$ cat config.mk
export PLATFORM = sky130hd
export DESIGN_NAME = strobe_track_unloader
export DESIGN_NICKNAME = d
export VERILOG_FILES = /design/src/rtl/tu_pkg.sv /design/src/rtl/tu_strobe_sync.sv /design/src/rtl/tu_seg_map.sv /design/src/rtl/tu_unload_seq.sv /design/src/rtl/tu_rearm_ctrl.sv /design/src/rtl/strobe_track_unloader.sv
export SDC_FILE = /design/constraint.sdc
export NUM_CORES = 1
export LEC_CHECK = 0
export ABC_CLOCK_PERIOD_IN_PS = 5300
export BUFFER_PORTS_ARGS = -buffer_cell sky130_fd_sc_hd__buf_4
export CAP_MARGIN = 20
export CORE_UTILIZATION = 59
export DETAILED_ROUTE_END_ITERATION = 10
export PLACE_DENSITY = 0.77
export SYNTH_ARGS = -nofsm -noshare
export SYNTH_HDL_FRONTEND = slang
export SYNTH_SLANG_ARGS = --single-unit
$ cat constraint.sdc
create_clock -name clk -period 5.3 [get_ports clk]
set_input_delay 0.265 -clock clk [delete_from_list [all_inputs] [get_ports clk]]
set_output_delay 0.265 -clock clk [all_outputs]
set_load 0.01 [all_outputs]
$ cat src/rtl/tu_pkg.sv
package tu_pkg;
  typedef enum logic [1:0] {
    ARM_IDLE   = 2'd0,
    ARM_LOADED = 2'd1,
    ARM_HOLD   = 2'd2,
    ARM_WAIT   = 2'd3
  } arm_state_t;

  typedef enum logic [1:0] {
    PH_SHAKE = 2'd0,
    PH_LEAD  = 2'd1,
    PH_BITS  = 2'd2
  } phase_t;
endpackage

$ cat src/rtl/tu_strobe_sync.sv
module tu_strobe_sync #(
  parameter int STAGES = 2
) (
  input  logic clk,
  input  logic rst_n,
  input  logic strobe_raw,
  output logic rise_o
);
  logic [STAGES:0] chain_q;

  genvar g;
  generate
    for (g = 0; g <= STAGES; g++) begin : g_stage
      if (g == 0) begin : g_first
        always_ff @(posedge clk or negedge rst_n) begin
          if (!rst_n) chain_q[0] <= 1'b0;
          else        chain_q[0] <= strobe_raw;
        end
      end else begin : g_next
        always_ff @(posedge clk or negedge rst_n) begin
          if (!rst_n) chain_q[g] <= 1'b0;
          else        chain_q[g] <= chain_q[g-1];
        end
      end
    end
  endgenerate

  assign rise_o = chain_q[STAGES-1] & ~chain_q[STAGES];
endmodule

$ cat src/rtl/tu_seg_map.sv
module tu_seg_map #(
  parameter int NUM_TRACKS = 3,
  parameter int TRACK_BITS = 608,
  parameter int SEG_W      = 5,
  parameter int BIT_W      = 10,
  parameter int TRK_W      = 2
) (
  input  logic [SEG_W-1:0] seg_i,
  input  logic [BIT_W-1:0] bit_i,
  output logic [TRK_W-1:0] track_o,
  output logic [BIT_W-1:0] addr_o
);
  logic [SEG_W-1:0] pass_w;
  logic [SEG_W-1:0] pos_w;
  logic             fwd_w;

  always_comb begin
    pass_w = seg_i / SEG_W'(NUM_TRACKS);
    pos_w  = seg_i % SEG_W'(NUM_TRACKS);
    fwd_w  = ~pass_w[0];
    if (fwd_w) begin
      track_o = TRK_W'(pos_w);
      addr_o  = bit_i;
    end else begin
      track_o = TRK_W'(SEG_W'(NUM_TRACKS - 1) - pos_w);
      addr_o  = BIT_W'(TRACK_BITS - 1) - bit_i;
    end
  end
endmodule

$ cat src/rtl/tu_unload_seq.sv
module tu_unload_seq
  import tu_pkg::*;
#(
  parameter int NUM_TRACKS   = 3,
  parameter int TRACK_BITS   = 608,
  parameter int PATTERN_REPS = 4,
  parameter int SHAKE_LEN    = 2,
  parameter int LEAD_LEN     = 16,
  localparam int SEGS  = 2 * NUM_TRACKS * PATTERN_REPS,
  localparam int SEG_W = $clog2(SEGS),
  localparam int BIT_W = $clog2(TRACK_BITS),
  localparam int TRK_W = (NUM_TRACKS > 1) ? $clog2(NUM_TRACKS) : 1,
  localparam int CNT_MAX = (SHAKE_LEN > LEAD_LEN) ? SHAKE_LEN : LEAD_LEN,
  localparam int CNT_W = $clog2(CNT_MAX + 1)
) (
  input  logic             clk,
  input  logic             rst_n,
  input  logic             start_i,
  input  logic             run_i,
  input  logic             rise_i,
  input  logic             rd_data_i,
  output logic [TRK_W-1:0] rd_track_o,
  output logic [BIT_W-1:0] rd_addr_o,
  output logic             data_o,
  output logic             last_o,
  output logic [SEG_W-1:0] seg_o,
  output logic [BIT_W-1:0] bit_o
);
  phase_t           phase_q;
  logic [CNT_W-1:0] cnt_q;
  logic [SEG_W-1:0] seg_q, nseg_w;
  logic [BIT_W-1:0] bit_q, nbit_w;
  logic             data_q;
  logic             at_end_w;
  logic             step_w;

  assign at_end_w = (phase_q == PH_BITS) && (seg_q == SEG_W'(SEGS - 1)) &&
                    (bit_q == BIT_W'(TRACK_BITS - 1));
  assign step_w   = run_i && rise_i && !start_i;
  assign last_o   = step_w && at_end_w;

  always_comb begin
    nseg_w = '0;
    nbit_w = '0;
    if (phase_q == PH_BITS) begin
      if (bit_q == BIT_W'(TRACK_BITS - 1)) begin
        nseg_w = seg_q + SEG_W'(1);
        nbit_w = '0;
      end else begin
        nseg_w = seg_q;
        nbit_w = bit_q + BIT_W'(1);
      end
    end
  end

  tu_seg_map #(
    .NUM_TRACKS (NUM_TRACKS),
    .TRACK_BITS (TRACK_BITS),
    .SEG_W      (SEG_W),
    .BIT_W      (BIT_W),
    .TRK_W      (TRK_W)
  ) map_i (
    .seg_i   (nseg_w),
    .bit_i   (nbit_w),
    .track_o (rd_track_o),
    .addr_o  (rd_addr_o)
  );

  always_ff @(posedge clk or negedge rst_n) begin
    if (!rst_n) begin
      phase_q <= PH_SHAKE;
      cnt_q   <= '0;
      seg_q   <= '0;
      bit_q   <= '0;
      data_q  <= 1'b1;
    end else if (start_i) begin
      phase_q <= PH_SHAKE;
      cnt_q   <= '0;
      seg_q   <= '0;
      bit_q   <= '0;
      data_q  <= 1'b0;
    end else if (step_w) begin
      case (phase_q)
        PH_SHAKE: begin
          data_q <= 1'b1;
          if (cnt_q == CNT_W'(SHAKE_LEN - 1)) begin
            phase_q <= PH_LEAD;
            cnt_q   <= '0;
          end else begin
            cnt_q <= cnt_q + CNT_W'(1);
          end
        end
        PH_LEAD: begin
          if (cnt_q == CNT_W'(LEAD_LEN - 1)) begin
            phase_q <= PH_BITS;
            cnt_q   <= '0;
            data_q  <= rd_data_i;
          end else begin
            cnt_q  <= cnt_q + CNT_W'(1);
            data_q <= 1'b1;
          end
        end
        PH_BITS: begin
          if (!at_end_w) begin
            seg_q  <= nseg_w;
            bit_q  <= nbit_w;
            data_q <= rd_data_i;
          end
        end
        default: phase_q <= PH_SHAKE;
      endcase
    end
  end

  assign data_o = data_q;
  assign seg_o  = seg_q;
  assign bit_o  = bit_q;

  AST_BIT_IN_RANGE: assert property (@(posedge clk) disable iff (!rst_n)
    bit_q < BIT_W'(TRACK_BITS));
  AST_SEG_IN_RANGE: assert property (@(posedge clk) disable iff (!rst_n)
    seg_q < SEG_W'(SEGS));
  AST_PTR_STEP: assert property (@(posedge clk) disable iff (!rst_n)
    (step_w && phase_q == PH_BITS && !at_end_w) |=>
      ((bit_q == $past(bit_q) + BIT_W'(1)) ||
       (bit_q == '0 && seg_q == $past(seg_q) + SEG_W'(1))));
  AST_NO_EDGE_NO_CHANGE: assert property (@(posedge clk) disable iff (!rst_n)
    (!rise_i && !start_i) |=> $stable(data_q));
endmodule

$ cat src/rtl/tu_rearm_ctrl.sv
module tu_rearm_ctrl
  import tu_pkg::*;
#(
  parameter int CLR_HOLD = 1000,
  localparam int TMR_W = $clog2(CLR_HOLD + 1)
) (
  input  logic       clk,
  input  logic       rst_n,
  input  logic       ready_i,
  input  logic       card_i,
  input  logic       last_i,
  output arm_state_t state_o,
  output logic       start_o,
  output logic       clear_o
);
  arm_state_t       state_q;
  logic [TMR_W-1:0] tmr_q;
  logic             clear_q;

  assign start_o = (state_q == ARM_IDLE) && ready_i;

  always_ff @(posedge clk or negedge rst_n) begin
    if (!rst_n) begin
      state_q <= ARM_IDLE;
      tmr_q   <= '0;
      clear_q <= 1'b0;
    end else begin
      clear_q <= 1'b0;
      case (state_q)
        ARM_IDLE: begin
          if (ready_i) state_q <= ARM_LOADED;
        end
        ARM_LOADED: begin
          if (last_i) begin
            state_q <= ARM_HOLD;
            tmr_q   <= '0;
            clear_q <= 1'b1;
          end
        end
        ARM_HOLD: begin
          if (tmr_q == TMR_W'(CLR_HOLD - 1)) begin
            state_q <= card_i ? ARM_WAIT : ARM_IDLE;
          end else begin
            tmr_q <= tmr_q + TMR_W'(1);
          end
        end
        ARM_WAIT: begin
          if (!card_i) state_q <= ARM_IDLE;
        end
        default: state_q <= ARM_IDLE;
      endcase
    end
  end

  assign state_o = state_q;
  assign clear_o = clear_q;

  AST_CLEAR_PULSE: assert property (@(posedge clk) disable iff (!rst_n)
    clear_q |=> !clear_q);
  AST_WAIT_FOR_CARD: assert property (@(posedge clk) disable iff (!rst_n)
    (state_q == ARM_WAIT && card_i) |=> (state_q == ARM_WAIT));
  AST_HOLD_EARLY: assert property (@(posedge clk) disable iff (!rst_n)
    (state_q == ARM_HOLD && tmr_q < TMR_W'(CLR_HOLD - 1)) |=> (state_q == ARM_HOLD));
endmodule

$ cat src/rtl/strobe_track_unloader.sv
module strobe_track_unloader
  import tu_pkg::*;
#(
  parameter int NUM_TRACKS   = 3,
  parameter int TRACK_BITS   = 608,
  parameter int PATTERN_REPS = 4,
  parameter int SHAKE_LEN    = 2,
  parameter int LEAD_LEN     = 16,
  parameter int CLR_HOLD     = 1000,
  parameter int SYNC_STAGES  = 2,
  localparam int SEGS  = 2 * NUM_TRACKS * PATTERN_REPS,
  localparam int SEG_W = $clog2(SEGS),
  localparam int BIT_W = $clog2(TRACK_BITS),
  localparam int TRK_W = (NUM_TRACKS > 1) ? $clog2(NUM_TRACKS) : 1
) (
  input  logic             clk,
  input  logic             rst_n,
  input  logic             strobe_in,
  output logic             data_out,
  input  logic             buf_ready_in,
  input  logic             card_present_in,
  output logic             capture_en_out,
  output logic             buf_clear_out,
  output logic [TRK_W-1:0] rd_track_out,
  output logic [BIT_W-1:0] rd_addr_out,
  input  logic             rd_data_in,
  output logic [SEG_W-1:0] dbg_seg_out,
  output logic [BIT_W-1:0] dbg_bit_out
);
  logic       rise_w;
  logic       start_w;
  logic       last_w;
  logic       seq_data_w;
  arm_state_t state_w;

  tu_strobe_sync #(.STAGES(SYNC_STAGES)) sync_i (
    .clk        (clk),
    .rst_n      (rst_n),
    .strobe_raw (strobe_in),
    .rise_o     (rise_w)
  );

  tu_unload_seq #(
    .NUM_TRACKS   (NUM_TRACKS),
    .TRACK_BITS   (TRACK_BITS),
    .PATTERN_REPS (PATTERN_REPS),
    .SHAKE_LEN    (SHAKE_LEN),
    .LEAD_LEN     (LEAD_LEN)
  ) seq_i (
    .clk        (clk),
    .rst_n      (rst_n),
    .start_i    (start_w),
    .run_i      (state_w == ARM_LOADED),
    .rise_i     (rise_w),
    .rd_data_i  (rd_data_in),
    .rd_track_o (rd_track_out),
    .rd_addr_o  (rd_addr_out),
    .data_o     (seq_data_w),
    .last_o     (last_w),
    .seg_o      (dbg_seg_out),
    .bit_o      (dbg_bit_out)
  );

  tu_rearm_ctrl #(.CLR_HOLD(CLR_HOLD)) rearm_i (
    .clk     (clk),
    .rst_n   (rst_n),
    .ready_i (buf_ready_in),
    .card_i  (card_present_in),
    .last_i  (last_w),
    .state_o (state_w),
    .start_o (start_w),
    .clear_o (buf_clear_out)
  );

  always_comb begin
    case (state_w)
      ARM_IDLE:   data_out = 1'b1;
      ARM_LOADED: data_out = seq_data_w;
      default:    data_out = 1'b0;
    endcase
  end

  assign capture_en_out = (state_w == ARM_IDLE);

  AST_LAST_CLEARS: assert property (@(posedge clk) disable iff (!rst_n)
    last_w |=> (buf_clear_out && !data_out));
  AST_TRACK_RANGE: assert property (@(posedge clk) disable iff (!rst_n)
    rd_track_out < TRK_W'(NUM_TRACKS));
  AST_LOCKED_WHILE_LOADED: assert property (@(posedge clk) disable iff (!rst_n)
    (!capture_en_out && !buf_clear_out && $past(!capture_en_out) && buf_ready_in && !rise_w)
      |=> !capture_en_out || $past(state_w != ARM_LOADED));
endmodule

==> summary.log, run 1 <==
[outcome] status finished clean
[synthesis] Post-Synthesis Cell Area 2990 um^2
[power] internal power of the cells 588 uW
[route] wire length on met1 2970 um
[clock_network] clk slew on worst S/H paths 0.08 ns
[synthesis] dominant register cell in the synthesized netlist sky130_fd_sc_hd__dfrtp_1
[setup_path] most prevalent standard cell on the critical path sky130_fd_sc_hd__ha_1
[synthesis] area fraction of the dominant cell type after synthesis 0.318
[timing] fmax 0.212 GHz
[floorplanning] Die Area 5350 um^2
[timing] setup repair after global routing missed its margin no
[route] routed length on met2 2970 um
[synthesis] synthesized instance count 346
[power] power per cell area 273 nW/um^2
[grt] maximum number of pins on one net before global-route repair 40
[final_layout] commonest cells after routing, fill and taps aside 49 x sky130_fd_sc_hd__nand2_1, 38 x sky130_fd_sc_hd__dfrtp_1, 36 x sky130_fd_sc_hd__buf_4, 32 x sky130_fd_sc_hd__nor2_1, 19 x sky130_fd_sc_hd__o21ai_0
[timing] relative slew slack 0.389
[timing] period utilization 0.892
[final_layout] Antenna Diode Count 0
[timing] Post-Route Skew 0.00962 ns
[setup_path] maximum fanout count along the critical path 9
[timing] Worst Tran Pin Value 0.916 ns
[route] vias after detailed routing 2529
[final_layout] most frequent standard cell in the layout excluding fill and tap cells sky130_fd_sc_hd__nand2_1
[setup_path] required time of the critical path 5.04 ns
[route] overall routed net length 6280 um
[timing] count of endpoints failing setup in the final report 0
[placed_design] worst-case setup slack after placement 0.904 ns
[setup_path] type of element launching the critical path flop
[clock_network] Resize count post-CTS 0
[synthesis] warning count from the yosys run 0
[grt] gr usage total 0.254
[grt] global route overflow 0
[setup_path] Crit. End Element primary output
[setup_path] type of the worst setup path reg2out
[route] count of routing violations after the opening detailed-route iteration 160
[clock_network] clock tree sinks 39
[setup_path] arrival time worst endpoint 4.46 ns
[floorplanning] Die Span Y 73.2 um
[power] switching pwr 340 uW
[grt] initial antenna violation count 0
[synthesis] flop and latch count out of synthesis 39
[route] detail-routed net length per standard cell 14.1 um
[placed_design] number of I/O port buffers 35
[power] switching portion of total power 0.367
[power] clock share of power 0.269
[final_layout] Core Util, Final 0.711
[synthesis] sequential element share of the synthesized area 0.327
[clock_network] cts bufs inserted 5
[setup_path] Bufs and invs on worst path 2
[clock_network] CTS tree yes
[route] 1st-pass router iterations 4
[placed_design] routability cong. 0.919
[synthesis] asr flop ratio synth 1.00
[final_layout] Final nets 400
[clock_network] maximum number of buffers from clock root to sink 2
[floorplanning] row count 25
[final_layout] Area Growth Syn to Fin 13.9%
[synthesis] cell taking the most area after synthesis sky130_fd_sc_hd__dfrtp_1
[final_layout] count of non-filler cells in the finished layout 445
[setup_path] cell with the largest stage delay on the worst path sky130_fd_sc_hd__mux2_2
[synthesis] number of enable-type register cells in the synthesized netlist 0
[timing] min setup slack post-route 0.574 ns
[synthesis] leading post-synthesis cells by cell area sky130_fd_sc_hd__dfrtp_1 32%, sky130_fd_sc_hd__ha_1 7.1%, sky130_fd_sc_hd__nand2_1 6.2%, sky130_fd_sc_hd__xnor2_1 4.1%, sky130_fd_sc_hd__nor2_1 4.0%
[synthesis] distinct cell type count after synthesis 61
[timing] worst hold slack 0.0844 ns
[timing] time the worst path needs with I/O delays and setup 4.73 ns
[timing] number of pins with negative max-slew slack in the final report 0
[timing] Total Negative Setup Slacks 0 ns
[worst_hold_path] kind of path behind the tightest hold check in2reg
[synthesis] syn_area_per_cell 8.64 um^2
[floorplanning] number of primary I/O pins 36
[synthesis] Post-Synthesis Net Count 369
[power] power share of the sequential group 0.406
[placed_design] total instance count after detailed placement 436
[power] share of power burned in combinational logic 0.325
[clock_network] number of H-tree branching levels 2
[clock_network] buffers inserted during post-CTS setup optimization 0
[power] Max VDD drop 0.296 mV
[route] uppermost metal layer occupied by signal nets met4
[placed_design] detailed placement HPWL 4530 um
[setup_path] flop2flop setup slack 2.01 ns
[route] via/cell ratio 5.68
[route] routed length on met3 275 um
[floorplanning] Std-Cell Core Area 4790 um^2
[setup_path] largest delay contributor family on the critical path simple AND/OR/NAND/NOR gates
[route] number of routed nets with antenna violations 0
[timing] final hold violation count 0
[setup_path] Critical Path, Cell by Cell ha_1 -> nand4_4 -> nor4b_4 -> mux2_2 -> a2111o_1 -> nand2_1 -> ha_1 -> inv_1 -> a21boi_0 -> o211a_1 -> a311o_1 -> nor4_4 -> nand2_4 -> mux2_4 -> buf_4
[final_layout] share of final-layout standard cells stronger than drive strength 1 0.175
[clock_network] Worst-Skew Late Latency 0.29 ns
[floorplanning] Horiz. Die Dim 73.2 um
[route] DRC violations left 0
[grt] wire length of the first global-routing pass 10500 um
[grt] via count of the first global-routing pass 2277
[run] Max Cap Violations 0
[floorplanning] starting density of the core 0.624
[power] static leakage 0.00150 uW
[clock_network] library cell used as clock root buffer sky130_fd_sc_hd__clkbuf_8
[setup_path] slowest cell delay on critical path 0.44 ns
cell families after synthesis:
family | synth area share
simple gates | 0.280
compound gates | 0.161
flops | 0.327
buf+inv | 0.0419
xor+xnor | 0.0817
fa+ha+maj | 0.0712
mux | 0.0368
flip-flops by register name, summed over array words and instances, names as in the netlist:
name / count
seq_i.seg_o: 5
seq_i.phase_q: 2
seq_i.cnt_q: 5
rearm_i.clear_o: 1
seq_i.bit_o: 10
seq_i.data_o: 1
rearm_i.state_o: 2
sync_i.chain_q: 3
rearm_i.tmr_q: 10
stage by stage:
| stage | cell area, um^2 | power [uW] |
|---|---|---|
| floorplan | 2990 | 592 |
| global placement | 3280 | 670 |
| finish | 3400 | 928 |
| CTS | 3400 | 933 |
| detailed placement | 3280 | 680 |
| global route | 3400 | 990 |
power by group through the flow:
stage	sequential [uW]	combinational [uW]	clock, uW
floorplan	373	219	0
global placement	380	290	0
detailed placement	381	299	0
CTS	376	299	258
global route	381	342	267
finish	377	302	250
path summary, 6_finish.rpt:
| path | start | end | cells past startpoint |
|---|---|---|---|
| max | seq_i.bit_o[0] | rd_addr_out[6] | 15 |
| min | strobe_in | sync_i.chain_q[0] | 1 |
| max reg2reg | seq_i.phase_q[0] | rearm_i.tmr_q[8] | 9 |
| min reg2reg | sync_i.chain_q[0] | sync_i.chain_q[1] | 0 |
| max in group asynchronous | rst_n | seq_i.data_o | 2 |
| min in group asynchronous | rst_n | seq_i.cnt_q[4] | 2 |
worst reg2reg max path, stage by stage (launching register included):
cell	delay [ns]
sky130_fd_sc_hd__dfrtp_1	0.39
sky130_fd_sc_hd__inv_1	0.10
sky130_fd_sc_hd__ha_1	0.69
sky130_fd_sc_hd__nand2_1	0.19
sky130_fd_sc_hd__or3_1	0.43
sky130_fd_sc_hd__nor4_4	0.32
sky130_fd_sc_hd__o21ai_2	0.16
sky130_fd_sc_hd__or3_4	0.43
sky130_fd_sc_hd__or3_1	0.35
sky130_fd_sc_hd__a21oi_1	0.14
metal layers:
metal	up-vias	track usage
met5	-	0
met4	0	0.0675
met3	7	0.0387
met2	66	0.405
met1	1172	0.360
li1	1284	-
layout make-up:
type	count	area, um^2
fill	386	1380
multi-input combinational	277	1890
clock inverter	3	43.8
timing repair buffer	37	280
inverter	17	63.8
sequential	39	977
tap	67	83.8
clock buffer	5	68.8
synthesized netlist by cell type (all sizes together), types with 3 or more instances:
cell and count:
inv 17, and3 3, a21boi 3, dfrtp 38
nor2b 3, xor2 13, buf 5, ha 17
o21ai 23, xnor2 14, clkbuf 8, nor2 32
nor4 5, o41ai 3, a21oi 15, mux2i 5
nand2 50, mux2 5, or3 8, and2 5
nand3 17, nand4 8, nor3 5, nand2b 7
o31ai 10
repair_timing:
action,4_1_cts,5_1_grt
endpoints found under the setup margin,0,0
hold buffers,1,0
endpoints found under the hold margin,38,0
Power figures use the tool's default switching activity.
==> run 2, diff against run 1 <==
- CELL_PAD_IN_SITES_DETAIL_PLACEMENT: default -> 1
- CELL_PAD_IN_SITES_GLOBAL_PLACEMENT: default -> 1
- CORE_UTILIZATION: 59 -> 44
- PLACE_DENSITY: 0.77 -> default
- PLACE_DENSITY_LB_ADDON: default -> 0.25
==> run 2 against run 1 <==
The run now ends with DRC left. Via count increased by 3.7%. Core utilization decreased by 18 points. Global-route usage down 2.6 points. Largest cell class unchanged. Highest routed layer unchanged.
==> summary.log, run 2 (same netlist as run 1, synthesis figures left out) <==
[outcome] status finished with violations
[outcome] violations in the final reports DRC
[timing] final hold violation count 0
[timing] Total Negative Setup Slacks 0 ns
[placed_design] routability cong. 0.803
[route] vias after detailed routing 2623
[power] static leakage 0.00151 uW
[timing] number of pins with negative max-slew slack in the final report 0
[setup_path] type of element launching the critical path flop
[route] DRC violations left 1
[timing] time the worst path needs with I/O delays and setup 4.76 ns
[final_layout] share of final-layout standard cells stronger than drive strength 1 0.175
[clock_network] Worst-Skew Late Latency 0.30 ns
[clock_network] Resize count post-CTS 0
[setup_path] maximum fanout count along the critical path 9
[timing] Worst Tran Pin Value 0.934 ns
[placed_design] total instance count after detailed placement 446
[final_layout] filler cell count 781
[power] total chip power 957 uW
[grt] gr usage total 0.228
[worst_hold_path] HP Start strobe_in
[grt] maximum number of pins on one net before global-route repair 40
[final_layout] most frequent standard cell in the layout excluding fill and tap cells sky130_fd_sc_hd__nand2_1
[route] 1st-pass router iterations 9
[setup_path] cell with the largest stage delay on the worst path sky130_fd_sc_hd__dfrtp_1
[timing] min setup slack post-route 0.537 ns
[floorplanning] starting density of the core 0.463
[floorplanning] number of primary I/O pins 36
[final_layout] Core Util, Final 0.530
[route] count of routing violations after the opening detailed-route iteration 92
[clock_network] cts bufs inserted 5
[clock_network] number of H-tree branching levels 2
[setup_path] required time of the critical path 5.04 ns
[setup_path] Crit. End Element primary output
[floorplanning] Horiz. Die Dim 84.4 um
[placed_design] detailed placement HPWL 5470 um
[setup_path] flop2flop setup slack 1.92 ns
[placed_design] number of I/O port buffers 35
[setup_path] arrival time worst endpoint 4.50 ns
[route] via/cell ratio 5.76
[floorplanning] Die Area 7120 um^2
[final_layout] commonest cells after routing, fill and taps aside 49 x sky130_fd_sc_hd__nand2_1, 38 x sky130_fd_sc_hd__dfrtp_1, 36 x sky130_fd_sc_hd__buf_4, 32 x sky130_fd_sc_hd__nor2_1, 19 x sky130_fd_sc_hd__o21ai_0
[clock_network] buffers inserted during post-CTS setup optimization 0
[floorplanning] Die Span Y 84.4 um
[clock_network] CTS tree yes
[floorplanning] row count 29
[grt] wire length of the first global-routing pass 13100 um
[timing] setup repair after global routing missed its margin no
[grt] via count of the first global-routing pass 2750
[timing] Post-Route Skew 0.00862 ns
[run] Max Cap Violations 0
[final_layout] Area Growth Syn to Fin 14.5%
[route] number of routed nets with antenna violations 0
[timing] relative slew slack 0.377
[final_layout] Final nets 400
[clock_network] clock tree sinks 39
[worst_hold_path] kind of path behind the tightest hold check in2reg
[power] power per cell area 280 nW/um^2
[setup_path] Bufs and invs on worst path 2
[timing] fmax 0.210 GHz
[setup_path] type of the worst setup path reg2out
[timing] count of endpoints failing setup in the final report 0
[final_layout] Antenna Diode Count 0
[route] overall routed net length 7400 um
[setup_path] beginning of the critical path seq_i.bit_o[0]
[clock_network] maximum number of buffers from clock root to sink 2
[setup_path] largest delay contributor family on the critical path simple AND/OR/NAND/NOR gates
[grt] global route overflow 0
[route] detail-routed net length per standard cell 16.3 um
[grt] initial antenna violation count 0
[power] Max VDD drop 0.231 mV
[clock_network] clk slew on worst S/H paths 0.08 ns
[floorplanning] Std-Cell Core Area 6460 um^2
[setup_path] slowest cell delay on critical path 0.44 ns
[timing] period utilization 0.899
[clock_network] library cell used as clock root buffer sky130_fd_sc_hd__clkbuf_8
[final_layout] count of non-filler cells in the finished layout 455
[setup_path] Critical Path, Cell by Cell ha_1 -> nand4_4 -> nor4b_4 -> mux2_2 -> a2111o_1 -> nand2_1 -> ha_1 -> inv_1 -> a21boi_0 -> o211a_1 -> a311o_1 -> nor4_4 -> nand2_4 -> mux2_4 -> buf_4
[placed_design] worst-case setup slack after placement 0.831 ns
[setup_path] most prevalent standard cell on the critical path sky130_fd_sc_hd__ha_1
[setup_path] origin of the critical flop-to-flop path seq_i.phase_q[0]
## run 2: layout make-up
class | count | area, um^2 | share of cell area
multi-input combinational | 277 | 1890 | 0.551
sequential | 39 | 977 | 0.286
timing repair buffer | 37 | 280 | 0.0819
tap | 77 | 96.3 | 0.0282
clock buffer | 6 | 82.6 | 0.0241
inverter | 17 | 63.8 | 0.0187
clock inverter | 2 | 35.0 | 0.0102
## run 2: worst register-to-register path: cells and delay by family, from the launching register on
kind / cells / cell delay [ns]
simple gates: 6 / 1.71
xor+xnor: 1 / 0.17
compound gates: 1 / 0.16
fa+ha+maj: 1 / 0.71
flops: 1 / 0.39
buf+inv: 1 / 0.11
## run 2: what timing repair did
| item | in CTS | in global routing |
|---|---|---|
| hold buffers | 1 | 0 |
| endpoints found under the hold margin | 38 | 0 |
| endpoints found under the setup margin | 0 | 0 |
## run 2: per-layer routing
layer / global-route usage / routed length (um) / vias to the layer above
li1: - / - / 1289
met1: 0.279 / 3340 / 1294
met2: 0.425 / 3840 / 32
met3: 0.0305 / 159 / 8
met4: 0.0524 / 69 / 0
met5: 0 / 0 / -
## run 2: per-stage QoR
stage / area, um^2 / hold WS (ns)
6_report: 3420 / 0.0756
5_1_grt: 3420 / 0.0692
4_1_cts: 3420 / 0.0662
3_5_place_dp: 3290 / 0.283
3_3_place_gp: 3290 / 0.273
2_1_floorplan: 2990 / -0.0306
## run 2: final timing paths
check                                     to  depth (start not counted)
hold reg to reg            sync_i.chain_q[1]                          0
hold / removal             sync_i.chain_q[0]                          1
setup reg to reg            rearm_i.tmr_q[9]                         10
max in group asynchronous       seq_i.data_o                          2
setup / recovery              rd_addr_out[6]                         15
min in group asynchronous   seq_i.phase_q[0]                          2
## run 2: power breakdown
group,switching [uW],internal [uW]
Sequential,41.0,337
Clock,114,153
Combinational,202,111
